`src/rtl/pgw_pkg.sv`:
```
// Shared constants, entry layout and walk types for the page table walker.
// Assumes 32-bit table words and a 32-bit virtual address with 4 KiB base pages.
package pgw_pkg;
    localparam int VA_W     = 32;
    localparam int ENT_W    = 32;
    localparam int PG_SHIFT = 12;
    localparam int ACC_LSB  = 2;
    localparam int REF_BIT  = 5;
    localparam int MOD_BIT  = 6;
    localparam int PPN_LSB  = 8;

    localparam logic [2:0] FLT_INVALID = 3'd1;
    localparam logic [2:0] FLT_KIND    = 3'd4;

    typedef enum logic [1:0] {
        ET_INVALID = 2'd0,
        ET_DESC    = 2'd1,
        ET_LEAF    = 2'd2,
        ET_RSVD    = 2'd3
    } ent_kind_e;

    typedef enum logic [1:0] {
        ACT_NEXT  = 2'd0,
        ACT_LEAF  = 2'd1,
        ACT_FAULT = 2'd2
    } walk_act_e;

    typedef enum logic [1:0] {
        ST_IDLE  = 2'd0,
        ST_READ  = 2'd1,
        ST_WRITE = 2'd2
    } walk_st_e;

    // Top bit of the table index used at directory level lvl (1..3).
    function automatic int idx_hi(input int lvl);
        return (lvl == 1) ? 31 : (lvl == 2) ? 23 : 17;
    endfunction

    // Bottom bit of the table index used at directory level lvl (1..3).
    function automatic int idx_lo(input int lvl);
        return (lvl == 1) ? 24 : (lvl == 2) ? 18 : 12;
    endfunction
endpackage

```
`src/rtl/pgw_addr_gen.sv`:
```
// Entry address generator: gives the byte address of the table word
// read at walk level lvl (0 = context table, 1..3 = directory levels).
// Assumes tbl_base already holds the byte base of the current table.
module pgw_addr_gen
    import pgw_pkg::*;
#(
    parameter int PA_W  = 36,
    parameter int CTX_W = 8
) (
    input  logic [1:0]              lvl,
    input  logic [31:0]             ctx_ptr,
    input  logic [CTX_W-1:0]        ctx_id,
    input  logic [PA_W-1:0]         tbl_base,
    input  logic [VA_W-1:PG_SHIFT]  vpn,
    output logic [PA_W-1:0]         ent_addr
);
    logic [PA_W-1:0] cand [4];

    // Context entry: pointer scaled by 16 plus context number scaled by 4.
    assign cand[0] = PA_W'({ctx_ptr, 4'b0000}) + PA_W'({ctx_id, 2'b00});

    // One candidate per directory level, each with its own index field.
    for (genvar g = 1; g < 4; g++) begin : g_lvl
        localparam int HI = idx_hi(g);
        localparam int LO = idx_lo(g);
        assign cand[g] = tbl_base + PA_W'({vpn[HI:LO], 2'b00});
    end

    assign ent_addr = cand[lvl];
endmodule

```
`src/rtl/pgw_entry_decode.sv`:
```
// Entry classifier: decides whether a fetched word continues the walk,
// ends it at a leaf, or faults, and derives the next table base.
// Assumes lvl is the level the word was read from.
module pgw_entry_decode
    import pgw_pkg::*;
#(
    parameter int PA_W = 36
) (
    input  logic [1:0]       lvl,
    input  logic [ENT_W-1:0] entry,
    output walk_act_e        act,
    output logic [2:0]       flt_code,
    output logic [PA_W-1:0]  nxt_base
);
    ent_kind_e kind;
    assign kind = ent_kind_e'(entry[1:0]);

    // Descriptor payload without type bits, scaled by 64 to a byte base.
    assign nxt_base = PA_W'({entry[ENT_W-1:2], 6'b000000});

    // Classify the entry against the level it came from.
    always_comb begin
        act      = ACT_FAULT;
        flt_code = FLT_KIND;
        unique case (kind)
            ET_INVALID: flt_code = FLT_INVALID;
            ET_RSVD:    flt_code = FLT_KIND;
            ET_DESC: begin
                if (lvl != 2'd3) act = ACT_NEXT;
            end
            ET_LEAF: begin
                if (lvl != 2'd0) act = ACT_LEAF;
            end
        endcase
    end
endmodule

```
`src/rtl/pgw_leaf_update.sv`:
```
// Leaf handler: builds the physical address for the leaf's region size
// and the entry with referenced/modified bits updated.
// Assumes lvl is 1..3 whenever the result is used.
module pgw_leaf_update
    import pgw_pkg::*;
#(
    parameter int PA_W = 36
) (
    input  logic [ENT_W-1:0] entry,
    input  logic             is_write,
    input  logic [1:0]       lvl,
    input  logic [VA_W-1:0]  vaddr,
    output logic [ENT_W-1:0] new_entry,
    output logic             need_wb,
    output logic [PA_W-1:0]  phys
);
    logic [PA_W-1:0] offs [4];

    assign offs[0] = '0;
    // Offset width shrinks with depth: 24, 18 and 12 bits.
    for (genvar g = 1; g < 4; g++) begin : g_off
        localparam int OB = idx_lo(g);
        assign offs[g] = PA_W'(vaddr[OB-1:0]);
    end

    assign phys = PA_W'({entry[ENT_W-1:PPN_LSB], 12'h000}) + offs[lvl];

    // Mark referenced always, modified on writes; flag a store-back on change.
    always_comb begin
        new_entry          = entry;
        new_entry[REF_BIT] = 1'b1;
        if (is_write) new_entry[MOD_BIT] = 1'b1;
        need_wb = (new_entry != entry);
    end
endmodule

```
`src/rtl/pgwalk_top.sv`:
```
// Three-level page table walker. Accepts one translation request at a time,
// reads the context entry and up to three directory entries, updates the
// leaf's referenced/modified bits and reports a physical address or a fault.
// Assumes memory responds with a one-cycle mem_ack and holds data with it.
module pgwalk_top
    import pgw_pkg::*;
#(
    parameter int PA_W  = 36,
    parameter int CTX_W = 8
) (
    input  logic              clk,
    input  logic              rst_n,
    input  logic              xlat_en,
    input  logic [31:0]       ctx_ptr,
    input  logic [CTX_W-1:0]  ctx_id,
    input  logic              req_valid,
    input  logic [VA_W-1:0]   req_vaddr,
    input  logic              req_write,
    input  logic              req_fetch,
    input  logic              req_user,
    output logic              busy,
    output logic              mem_req,
    output logic              mem_we,
    output logic [PA_W-1:0]   mem_addr,
    output logic [ENT_W-1:0]  mem_wdata,
    input  logic              mem_ack,
    input  logic [ENT_W-1:0]  mem_rdata,
    output logic              done,
    output logic              fault,
    output logic [2:0]        fault_type,
    output logic [PA_W-1:0]   res_pa,
    output logic [1:0]        res_level,
    output logic [2:0]        res_acc,
    output logic              res_mod,
    output logic              res_bypass,
    output logic [2:0]        res_kind
);
    walk_st_e          st_q;
    logic [1:0]        lvl_q;
    logic [PA_W-1:0]   addr_q;
    logic [VA_W-1:0]   va_q;
    logic              wr_q;
    logic [ENT_W-1:0]  wdata_q;

    logic [1:0]        gen_lvl;
    logic [VA_W-1:0]   gen_va;
    logic [PA_W-1:0]   gen_addr;
    walk_act_e         act;
    logic [2:0]        flt_code;
    logic [PA_W-1:0]   nxt_base;
    logic [ENT_W-1:0]  upd_entry;
    logic              upd_wb;
    logic [PA_W-1:0]   upd_pa;

    // Address source: context entry when idle, next level while reading.
    assign gen_lvl = (st_q == ST_IDLE) ? 2'd0 : lvl_q + 2'd1;
    assign gen_va  = (st_q == ST_IDLE) ? req_vaddr : va_q;

    pgw_addr_gen #(.PA_W(PA_W), .CTX_W(CTX_W)) u_addr (
        .lvl(gen_lvl), .ctx_ptr(ctx_ptr), .ctx_id(ctx_id),
        .tbl_base(nxt_base), .vpn(gen_va[VA_W-1:PG_SHIFT]), .ent_addr(gen_addr)
    );

    pgw_entry_decode #(.PA_W(PA_W)) u_dec (
        .lvl(lvl_q), .entry(mem_rdata), .act(act),
        .flt_code(flt_code), .nxt_base(nxt_base)
    );

    pgw_leaf_update #(.PA_W(PA_W)) u_leaf (
        .entry(mem_rdata), .is_write(wr_q), .lvl(lvl_q), .vaddr(va_q),
        .new_entry(upd_entry), .need_wb(upd_wb), .phys(upd_pa)
    );

    // Memory port is driven straight from walk state and held registers.
    assign busy      = (st_q != ST_IDLE);
    assign mem_req   = (st_q != ST_IDLE);
    assign mem_we    = (st_q == ST_WRITE);
    assign mem_addr  = addr_q;
    assign mem_wdata = wdata_q;

    // Walk sequencer: accept, read levels, optional store-back, report.
    always_ff @(posedge clk) begin
        if (!rst_n) begin
            st_q       <= ST_IDLE;
            lvl_q      <= '0;
            addr_q     <= '0;
            va_q       <= '0;
            wr_q       <= 1'b0;
            wdata_q    <= '0;
            done       <= 1'b0;
            fault      <= 1'b0;
            fault_type <= '0;
            res_pa     <= '0;
            res_level  <= '0;
            res_acc    <= '0;
            res_mod    <= 1'b0;
            res_bypass <= 1'b0;
            res_kind   <= '0;
        end else begin
            done  <= 1'b0;
            fault <= 1'b0;
            unique case (st_q)
                ST_IDLE: begin
                    if (req_valid) begin
                        va_q     <= req_vaddr;
                        wr_q     <= req_write;
                        res_kind <= {req_write, req_fetch, ~req_user};
                        if (!xlat_en) begin
                            done       <= 1'b1;
                            res_pa     <= PA_W'(req_vaddr);
                            res_bypass <= 1'b1;
                            res_level  <= 2'd0;
                            res_acc    <= '0;
                            res_mod    <= 1'b0;
                        end else begin
                            st_q       <= ST_READ;
                            lvl_q      <= 2'd0;
                            addr_q     <= gen_addr;
                            res_bypass <= 1'b0;
                        end
                    end
                end
                ST_READ: begin
                    if (mem_ack) begin
                        unique case (act)
                            ACT_NEXT: begin
                                lvl_q  <= lvl_q + 2'd1;
                                addr_q <= gen_addr;
                            end
                            ACT_LEAF: begin
                                res_pa    <= upd_pa;
                                res_level <= lvl_q;
                                res_acc   <= mem_rdata[ACC_LSB+2:ACC_LSB];
                                res_mod   <= upd_entry[MOD_BIT];
                                wdata_q   <= upd_entry;
                                if (upd_wb) begin
                                    st_q <= ST_WRITE;
                                end else begin
                                    st_q <= ST_IDLE;
                                    done <= 1'b1;
                                end
                            end
                            default: begin
                                st_q       <= ST_IDLE;
                                fault      <= 1'b1;
                                fault_type <= flt_code;
                            end
                        endcase
                    end
                end
                ST_WRITE: begin
                    if (mem_ack) begin
                        st_q <= ST_IDLE;
                        done <= 1'b1;
                    end
                end
                default: st_q <= ST_IDLE;
            endcase
        end
    end

    // an unacknowledged access stays put.
    a_r10_hold_req: assert property (@(posedge clk) disable iff (!rst_n)
        (mem_req && !mem_ack) |=> (mem_req && $stable(mem_addr) && $stable(mem_we) && $stable(mem_wdata)));

    // the walk ends only with a result pulse.
    a_r9_busy_ends_with_pulse: assert property (@(posedge clk) disable iff (!rst_n)
        $fell(busy) |-> (done || fault));

    // completion and fault are exclusive.
    a_r9_pulse_exclusive: assert property (@(posedge clk) disable iff (!rst_n)
        !(done && fault));

    // any store-back carries the referenced bit.
    a_r8_wb_has_ref: assert property (@(posedge clk) disable iff (!rst_n)
        (mem_req && mem_we) |-> mem_wdata[REF_BIT]);

    // only the two fault codes exist.
    a_r6_fault_codes: assert property (@(posedge clk) disable iff (!rst_n)
        fault |-> (fault_type == FLT_INVALID || fault_type == FLT_KIND));

    // a pass-through result never follows a busy cycle.
    a_r2_bypass_not_busy: assert property (@(posedge clk) disable iff (!rst_n)
        (done && res_bypass) |-> !$past(busy));
endmodule

```
`config.mk`:
```
export PLATFORM = sky130hd
export DESIGN_NAME = pgwalk_top
export DESIGN_NICKNAME = d
export VERILOG_FILES = /design/src/rtl/pgw_pkg.sv /design/src/rtl/pgw_addr_gen.sv /design/src/rtl/pgw_entry_decode.sv /design/src/rtl/pgw_leaf_update.sv /design/src/rtl/pgwalk_top.sv
export SDC_FILE = /design/constraint.sdc
export NUM_CORES = 1
export LEC_CHECK = 0
export ABC_AREA = 1
export BUFFER_PORTS_ARGS = -buffer_cell sky130_fd_sc_hd__buf_2
export CAP_MARGIN = 20
export CORE_ASPECT_RATIO = 1.5
export CORE_UTILIZATION = 40
export CTS_CLUSTER_SIZE = 14
export DETAILED_ROUTE_END_ITERATION = 8
export GPL_ROUTABILITY_DRIVEN = 0
export PLACE_DENSITY = 0.68
export SLEW_MARGIN = 20
export SYNTH_ARGS = -nofsm -noshare
export SYNTH_HDL_FRONTEND = slang
export SYNTH_SLANG_ARGS = --single-unit
```
`constraint.sdc`:
```
create_clock -name clk -period 3.6 [get_ports clk]
set_clock_uncertainty 0.15 [all_clocks]
set_input_delay 0.9 -clock clk [delete_from_list [all_inputs] [get_ports clk]]
set_output_delay 0.9 -clock clk [all_outputs]
set_load 0.005 [all_outputs]
```
## After elaboration in Yosys (flattened, before gate mapping)

Cells that the tools add are included.

| storage, ports and cells | value |
|---|---|
| RAM bits | 0 |
| latch bits | 0 |
| register bits after elaboration | 156 |
| bits of input ports | 112 |
| ROM bits | 0 |
| memories kept | 0 |
| word-level logic and storage cells | 114 |

| cells by class | value |
|---|---|
| multiplexer cells | 58 |
| order comparisons | 2 |
| add/sub/neg operators | 6 |
| reductions and logical operators | 14 |
| multiply operators | 0 |
| divide/modulo/power cells | 0 |
| equality and inequality tests | 15 |
| bitwise operators | 4 |
| shift operators | 0 |

Operators by type and width:

| operator | number |
|---|---|
| 2-to-1 mux 36 bit | 12 |
| binary-select mux 36 bit (select 2 bit) | 2 |
| one-hot mux 36 bit (2 select lines) | 2 |
| adder 36 x 10 -> 36 bit | 2 |
| adder 36 x 8 -> 36 bit | 2 |
| adder 36 bit | 1 |
| 2-to-1 mux 2 bit | 16 |
| 2-to-1 mux 32 bit | 1 |
| one-hot mux 2 bit (2 select lines) | 4 |
| 2-to-1 mux 3 bit | 5 |
| AND reduction 5 bit | 3 |
| != test 2 bit, second input constant | 7 |
| 2-to-1 mux 1 bit | 12 |
| AND reduction 3 bit | 3 |
| equality test 2 x 1 -> 1 bit, second input constant | 3 |
| greater-or-equal comparator 3 bit, second input constant | 2 |
| logical NOT 2 bit | 3 |
| NOT 2 -> 3 bit | 2 |
| one-hot mux 2 bit (3 select lines) | 1 |
| one-hot mux 3 bit (2 select lines) | 1 |
| nonzero test 2 bit | 3 |
| equality test 2 bit, second input constant | 2 |
| != test 2 x 1 -> 1 bit, second input constant | 2 |
| one-hot mux 1 bit (3 select lines) | 1 |
| 6 further kinds | 7 |

## Logic depth before layout (Yosys ltp)

| depth | value |
|---|---|
| depth after elaboration | 9 |
| depth in mapped cells | 20 |
| depth with buffers taken out | 19 |

## Hierarchy

Synthesis repeated with hierarchy kept, for this count alone.

| second synthesis, totals | value |
|---|---|
| cell total of the unflattened synthesis | 2268 |
| area, all modules | 12996.2 µm² |

Modules (own cells, without submodules):

| module | area an instance (µm²) | times used | cells an instance |
|---|---|---|---|
| pgwalk_top | 6207.2 | 1 | 881 |
| pgw_addr_gen | 4690.7 | 1 | 991 |
| pgw_leaf_update | 1735.4 | 1 | 346 |
| pgw_entry_decode | 362.8 | 1 | 50 |

## Worst setup path before layout

No wires, ideal clock.

| timing path | value |
|---|---|
| path kind | in2reg |
| from | input port req_vaddr[28] |
| to | register addr_q[32], in the netlist mem_addr[32] |
| setup time | 117 ps |
| data arrival time | 2631 ps |
| path buffers | 0 |
| setup slack | 702 ps |
| stages | 17 |
| cells stage by stage | nand2_1 > nand2_1 > ha_1 > inv_1 > fa_1 > inv_1 > nand2_1 > o21ai_2 > nand2_1 > nor2_2 > nand2_1 > nand2_1 > nand3_1 > nand2_1 > nor2_1 > nor2_1 > nor2_1 |

| between the ends | value |
|---|---|
| word-level cells in the longest chain between the ends | 8 |
| elaborated cells on any way between the ends | 10 |
| those cells by class | 1 x add/sub; 9 x mux |

RTL lines:

| what | RTL line | text |
|---|---|---|
| start, declared | pgwalk_top.sv:17 | `input logic [VA_W-1:0] req_vaddr,` |
| 2-to-1 mux 32 bit (*) | pgwalk_top.sv:57 | `assign gen_va = (st_q == ST_IDLE) ? req_vaddr : va_q;` |
| adder 36 x 10 -> 36 bit (*) | pgw_addr_gen.sv:26 | `assign cand[g] = tbl_base + PA_W'({vpn[HI:LO], 2'b00});` |
| binary-select mux 36 bit (select 2 bit) (*) | pgw_addr_gen.sv:29 | `assign ent_addr = cand[lvl];` |
| 2-to-1 mux 36 bit (not written as such) (*) (2 in series) | pgw_addr_gen.sv:29 |  |
| 2-to-1 mux 36 bit (on tied branches) | pgwalk_top.sv:125, pgwalk_top.sv:108 |  |
| 2-to-1 mux 36 bit (on tied branches) | pgwalk_top.sv:124, pgwalk_top.sv:104 |  |
| one-hot mux 36 bit (2 select lines) (*) | pgwalk_top.sv:102 | `unique case (st_q)` |
| end signal, assigned | pgwalk_top.sv:118 | `addr_q <= gen_addr;` |
| end signal, assigned | pgwalk_top.sv:128 | `addr_q <= gen_addr;` |
| end, declared | pgwalk_top.sv:40 | `logic [PA_W-1:0] addr_q;` |

Every way passes the cells marked *; elsewhere a longest branch is shown, timed or not. The select of a mux whose other input is x is not followed.
A chain may end at the register's enable or synchronous reset.

## Worst setup path in the final report

| timing path | value |
|---|---|
| from | register st_q[1] |
| to | register addr_q[24], in the netlist mem_addr[24] |

| between the ends | value |
|---|---|
| word-level cells in the longest chain between the ends | 9 |
| elaborated cells on any way between the ends | 22 |
| those cells by class | 3 x add/sub; 5 x eq/ne; 10 x mux; 1 x bitwise; 3 x reduce/logical |

RTL lines:

| what | RTL line | text |
|---|---|---|
| start, declared | pgwalk_top.sv:38 | `walk_st_e st_q;` |
| start signal, assigned | pgwalk_top.sv:84 | `st_q <= ST_IDLE;` |
| start signal, assigned | pgwalk_top.sv:116 | `st_q <= ST_READ;` |
| start signal, assigned | pgwalk_top.sv:137 | `st_q <= ST_WRITE;` |
| logical NOT 2 bit | pgwalk_top.sv:56, pgwalk_top.sv:57, pgwalk_top.sv:102 |  |
| 2-to-1 mux 32 bit or 2-to-1 mux 2 bit (tied branches) | pgwalk_top.sv:57, pgwalk_top.sv:56 |  |
| adder 36 x 8 -> 36 bit, or another cell as far along | pgw_addr_gen.sv:26 |  |
| binary-select mux 36 bit (select 2 bit) | pgw_addr_gen.sv:29 |  |
| 2-to-1 mux 36 bit (not written as such) (2 in series) | pgw_addr_gen.sv:29 |  |
| 2-to-1 mux 36 bit (on tied branches) | pgwalk_top.sv:125, pgwalk_top.sv:108 |  |
| 2-to-1 mux 36 bit (on tied branches) | pgwalk_top.sv:124, pgwalk_top.sv:104 |  |
| one-hot mux 36 bit (2 select lines) | pgwalk_top.sv:102 |  |

Parallel ways exist; a longest one is shown, timed or not. The select of a mux whose other input is x is not followed.

==> results_tabular.tex <==
\begin{tabular}{lr}
\hline
Metric & Value \\
\hline
\multicolumn{2}{l}{\textbf{Setup path}} \\
Cell family with the largest share of critical-path delay & simple AND/OR/NAND/NOR gates \\
Type of element launching the critical path & register \\
CP max stage delay & 370 ps \\
Largest fanout on the critical path & 16 \\
Arrival time worst endpoint & 3320 ps \\
Crit path cell chain & nor2\_4 -> nand2\_1 -> nand2\_1 -> ha\_1 -> inv\_1 -> fa\_1 -> inv\_1 -> nand2\_1 -> o21ai\_2 -> nand2\_1 -> nor2\_2 -> nand2\_1 -> nand2\_1 -> nand3\_1 -> nand2\_1 -> nand2\_1 -> a21oi\_1 \\
Endpoint class of the critical path & register \\
Worst path required time & 3820 ps \\
Sum of buffers and inverters on the critical path & 2 \\
Category of the most critical setup path & register to register \\
Crit path top cell by count & nand2\_1 \\
Cell with the largest stage delay on the worst path & dfxtp\_1 \\
\multicolumn{2}{l}{\textbf{Timing}} \\
Highest Clock Rate & 322.3 MHz \\
Final worst path period share & 0.8618 \\
WHS & 310.5 ps \\
Transition time of the tightest slew-check pin & 851.3 ps \\
RSZ-0062 raised after global routing & no \\
Count of final hold-check violations & 0 \\
Final-report setup violation count & 0 \\
Post-layout minimum cycle time & 3103 ps \\
Aggregate negative setup slack & 0 ps \\
Normalized max-slew margin & 0.4318 \\
Final slew viol count & 0 \\
\multicolumn{2}{l}{\textbf{Synthesis}} \\
Proportion of synthesized flip-flops having asynchronous set or reset & 0 \\
Syn Std Cell Area & 10,420 um2 \\
Gate count after technology mapping & 1,692 \\
\#FFs+latches synth & 152 \\
Synthesis warning total & 0 \\
Cells taking the most area after synthesis & dfxtp\_1 (29\%), nand2\_1 (16\%), nor2\_1 (8.3\%) \\
Mean cell area of the mapped netlist & 6.158 um2 \\
Post-synthesis sequential area ratio & 0.2921 \\
Share of the synthesized area in the top cell type & 0.2921 \\
Commonest register cell after synthesis & dfxtp\_1 \\
Number of synthesized flops with an enable pin & 0 \\
Count of different cell masters after synthesis & 48 \\
Leading area contributor after synthesis & dfxtp\_1 \\
\multicolumn{2}{l}{\textbf{Floorplanning}} \\
Vertical die dimension & 199.7 um \\
Initial core utilization & 0.4058 \\
Standard-cell row count & 72 \\
Area enclosed by the die boundary & 26,710 um2 \\
Die X-Extent & 133.8 um \\
Ports & 234 \\
Floorplan core area & 25,670 um2 \\
\multicolumn{2}{l}{\textbf{Global routing}} \\
Overall global routing resource usage & 0.2933 \\
Global route total overflow & 0 \\
Via count of the first global-routing pass & 11,150 \\
Number of antenna violations at the first check in global routing & 6 \\
Largest net degree at the start of global routing & 78 \\
First-pass GRT wire length & 59.94 mm \\
\multicolumn{2}{l}{\textbf{Clocking}} \\
CTS clock-pin slew for the worst setup and hold paths & 70 ps \\
Post-CTS setup buffer count & 0 \\
Post-CTS sizing & 0 \\
Clock Sink Count & 152 \\
Buffer levels on the longest clock path & 2 \\
Deepest level of the CTS H-tree & 4 \\
Total of hold buffers inserted after clock tree synthesis & 0 \\
Skew-Pair Late Insertion Delay & 440 ps \\
Root Buffer & clkbuf\_16 \\
Clock buffer count from CTS & 17 \\
TritonCTS clock tree & yes \\
\multicolumn{2}{l}{\textbf{Routing}} \\
Antenna violation net count after detailed routing & 0 \\
Vias after detailed routing & 12,040 \\
Residual DRC & 0 \\
Average wire per standard cell & 17.66 um \\
First DRT Iteration DRCs & 781 \\
Vias per Instance & 5.377 \\
Drt pass-1 iters & 5 \\
Total Wirelength & 39.56 mm \\
\multicolumn{2}{l}{\textbf{Status}} \\
Run status & finished clean \\
\multicolumn{2}{l}{\textbf{Place}} \\
Number of port buffers & 230 \\
Final HPWL DP & 30.67 mm \\
\multicolumn{2}{l}{\textbf{Flow run}} \\
Max-cap viol count & 0 \\
\multicolumn{2}{l}{\textbf{Cells and area}} \\
Seq. cell area & 3043 um2 \\
Post-synthesis to final-layout area growth & 19.51\% \\
Final-stage net count & 2,041 \\
Most common library cell in the layout ignoring fill and taps & nand2\_1 \\
Number of filler cells placed in the layout & 2,702 \\
Commonest cells after routing, fill and taps aside & nand2\_1 (437), nor2\_1 (230), buf\_2 (230) \\
Layout cells sized above 1 & 0.1795 \\
Area of combinational cells with multiple inputs & 6475 um2 \\
\multicolumn{2}{l}{\textbf{Power}} \\
Worst-case vdd ir drop & 0.4496 mV \\
Static power due to leakage & 0.006135 uW \\
Power Dens Cells & 681.6 nW/um2 \\
\multicolumn{2}{l}{\textbf{Min path}} \\
Path class of the lowest-slack min-delay path & register to register \\
\hline
\end{tabular}
-- kinds of logic (layout without fill, tap and decap cells) --
group / count (synthesis) / after routing / synth area share
fa+ha+maj: 37 / 37 / 0.04804
simple gates: 889 / 889 / 0.3665
buf+inv: 222 / 433 / 0.08767
flops: 152 / 152 / 0.2921
other cells: 1 / 5 / 0.0003599
xor+xnor: 22 / 22 / 0.01849
compound gates: 369 / 369 / 0.1869
-- final timing paths --
path,startpoint,end,slack (ps),cells after the start
hold / removal,va_q[29],va_q[29],310,2
setup reg to reg,st_q[1],mem_addr[24],500,17
setup / recovery,st_q[1],mem_addr[24],500,17
hold reg to reg,va_q[29],va_q[29],310,2
-- layout make-up --
class                   count  area share
clock inverters            14     0.01507
clock buffers              18     0.03447
repair buffers            254      0.1079
inverters                 147     0.04431
flip-flops and latches    152      0.2444
diodes                      2   0.0004019
multi-input cells        1320      0.5200
well taps                 333     0.03346
-- routing by layer --
metal,global-route usage,vias to the layer above,part of all wire
li1,-,5942,-
met1,0.3078,5500,0.37
met2,0.5362,468,0.51
met3,0.05530,126,0.062
met4,0.1806,8,0.060
met5,0,-,0.0012
-- power breakdown --
part	switching [uW]	leakage (uW)	total, uW	internal, uW
logic	2730	0.00459	4080	1360
clock network	813	0.000298	1930	1110
registers	293	0.00125	2480	2180
total	3830	0.00614	8490	4650
-- registers in the layout, indices dropped and copies added, names as in the netlist, 2 cells and up --
signal      count
va_q           32
res_pa         36
res_acc         3
st_q            2
lvl_q           2
mem_wdata      32
res_level       2
mem_addr       34
fault_type      2
res_kind        3
-- per-stage QoR --
step	utilization	instance area, um2	setup WS (ps)	cells	total power [uW]
5_1_grt	0.4848	12450	244.4	2238	9101
2_1_floorplan	-	10430	702.1	1694	5097
3_3_place_gp	0.4608	11830	399.8	2206	6503
6_report	0.4850	12450	497.5	2240	8487
3_5_place_dp	0.4608	11830	358.4	2206	6550
4_1_cts	0.4848	12450	568.1	2238	8487
-- cells in the mapped netlist, types with 2 or more instances --
cell	instances
nand2_1	437
nor2_1	230
dfxtp_1	152
a21oi_1	145
nand3_1	145
o21ai_0	141
inv_1	136
o21ai_1	38
clkbuf_1	35
ha_1	32
buf_2	25
a31oi_1	18
xor2_1	18
nand4_1	13
nor2_2	12
a211oi_1	11
nand2_2	10
nor2_4	10
inv_2	9
nor3_1	9
buf_1	6
nand3b_1	6
buf_4	5
fa_1	5
or2_2	5
buf_6	4
o21bai_1	4
xnor2_1	4
a22oi_1	3
clkinv_1	2
nand2_4	2
nor3b_1	2
o211ai_1	2
o22ai_1	2
-- worst min-delay path: cells and delay by family, from the launching register on --
family | cells | cell delay, ps
flops | 1 | 300
compound gates | 1 | 60
buf+inv | 1 | 60
Note: power is estimated with default switching activity, not from simulation.
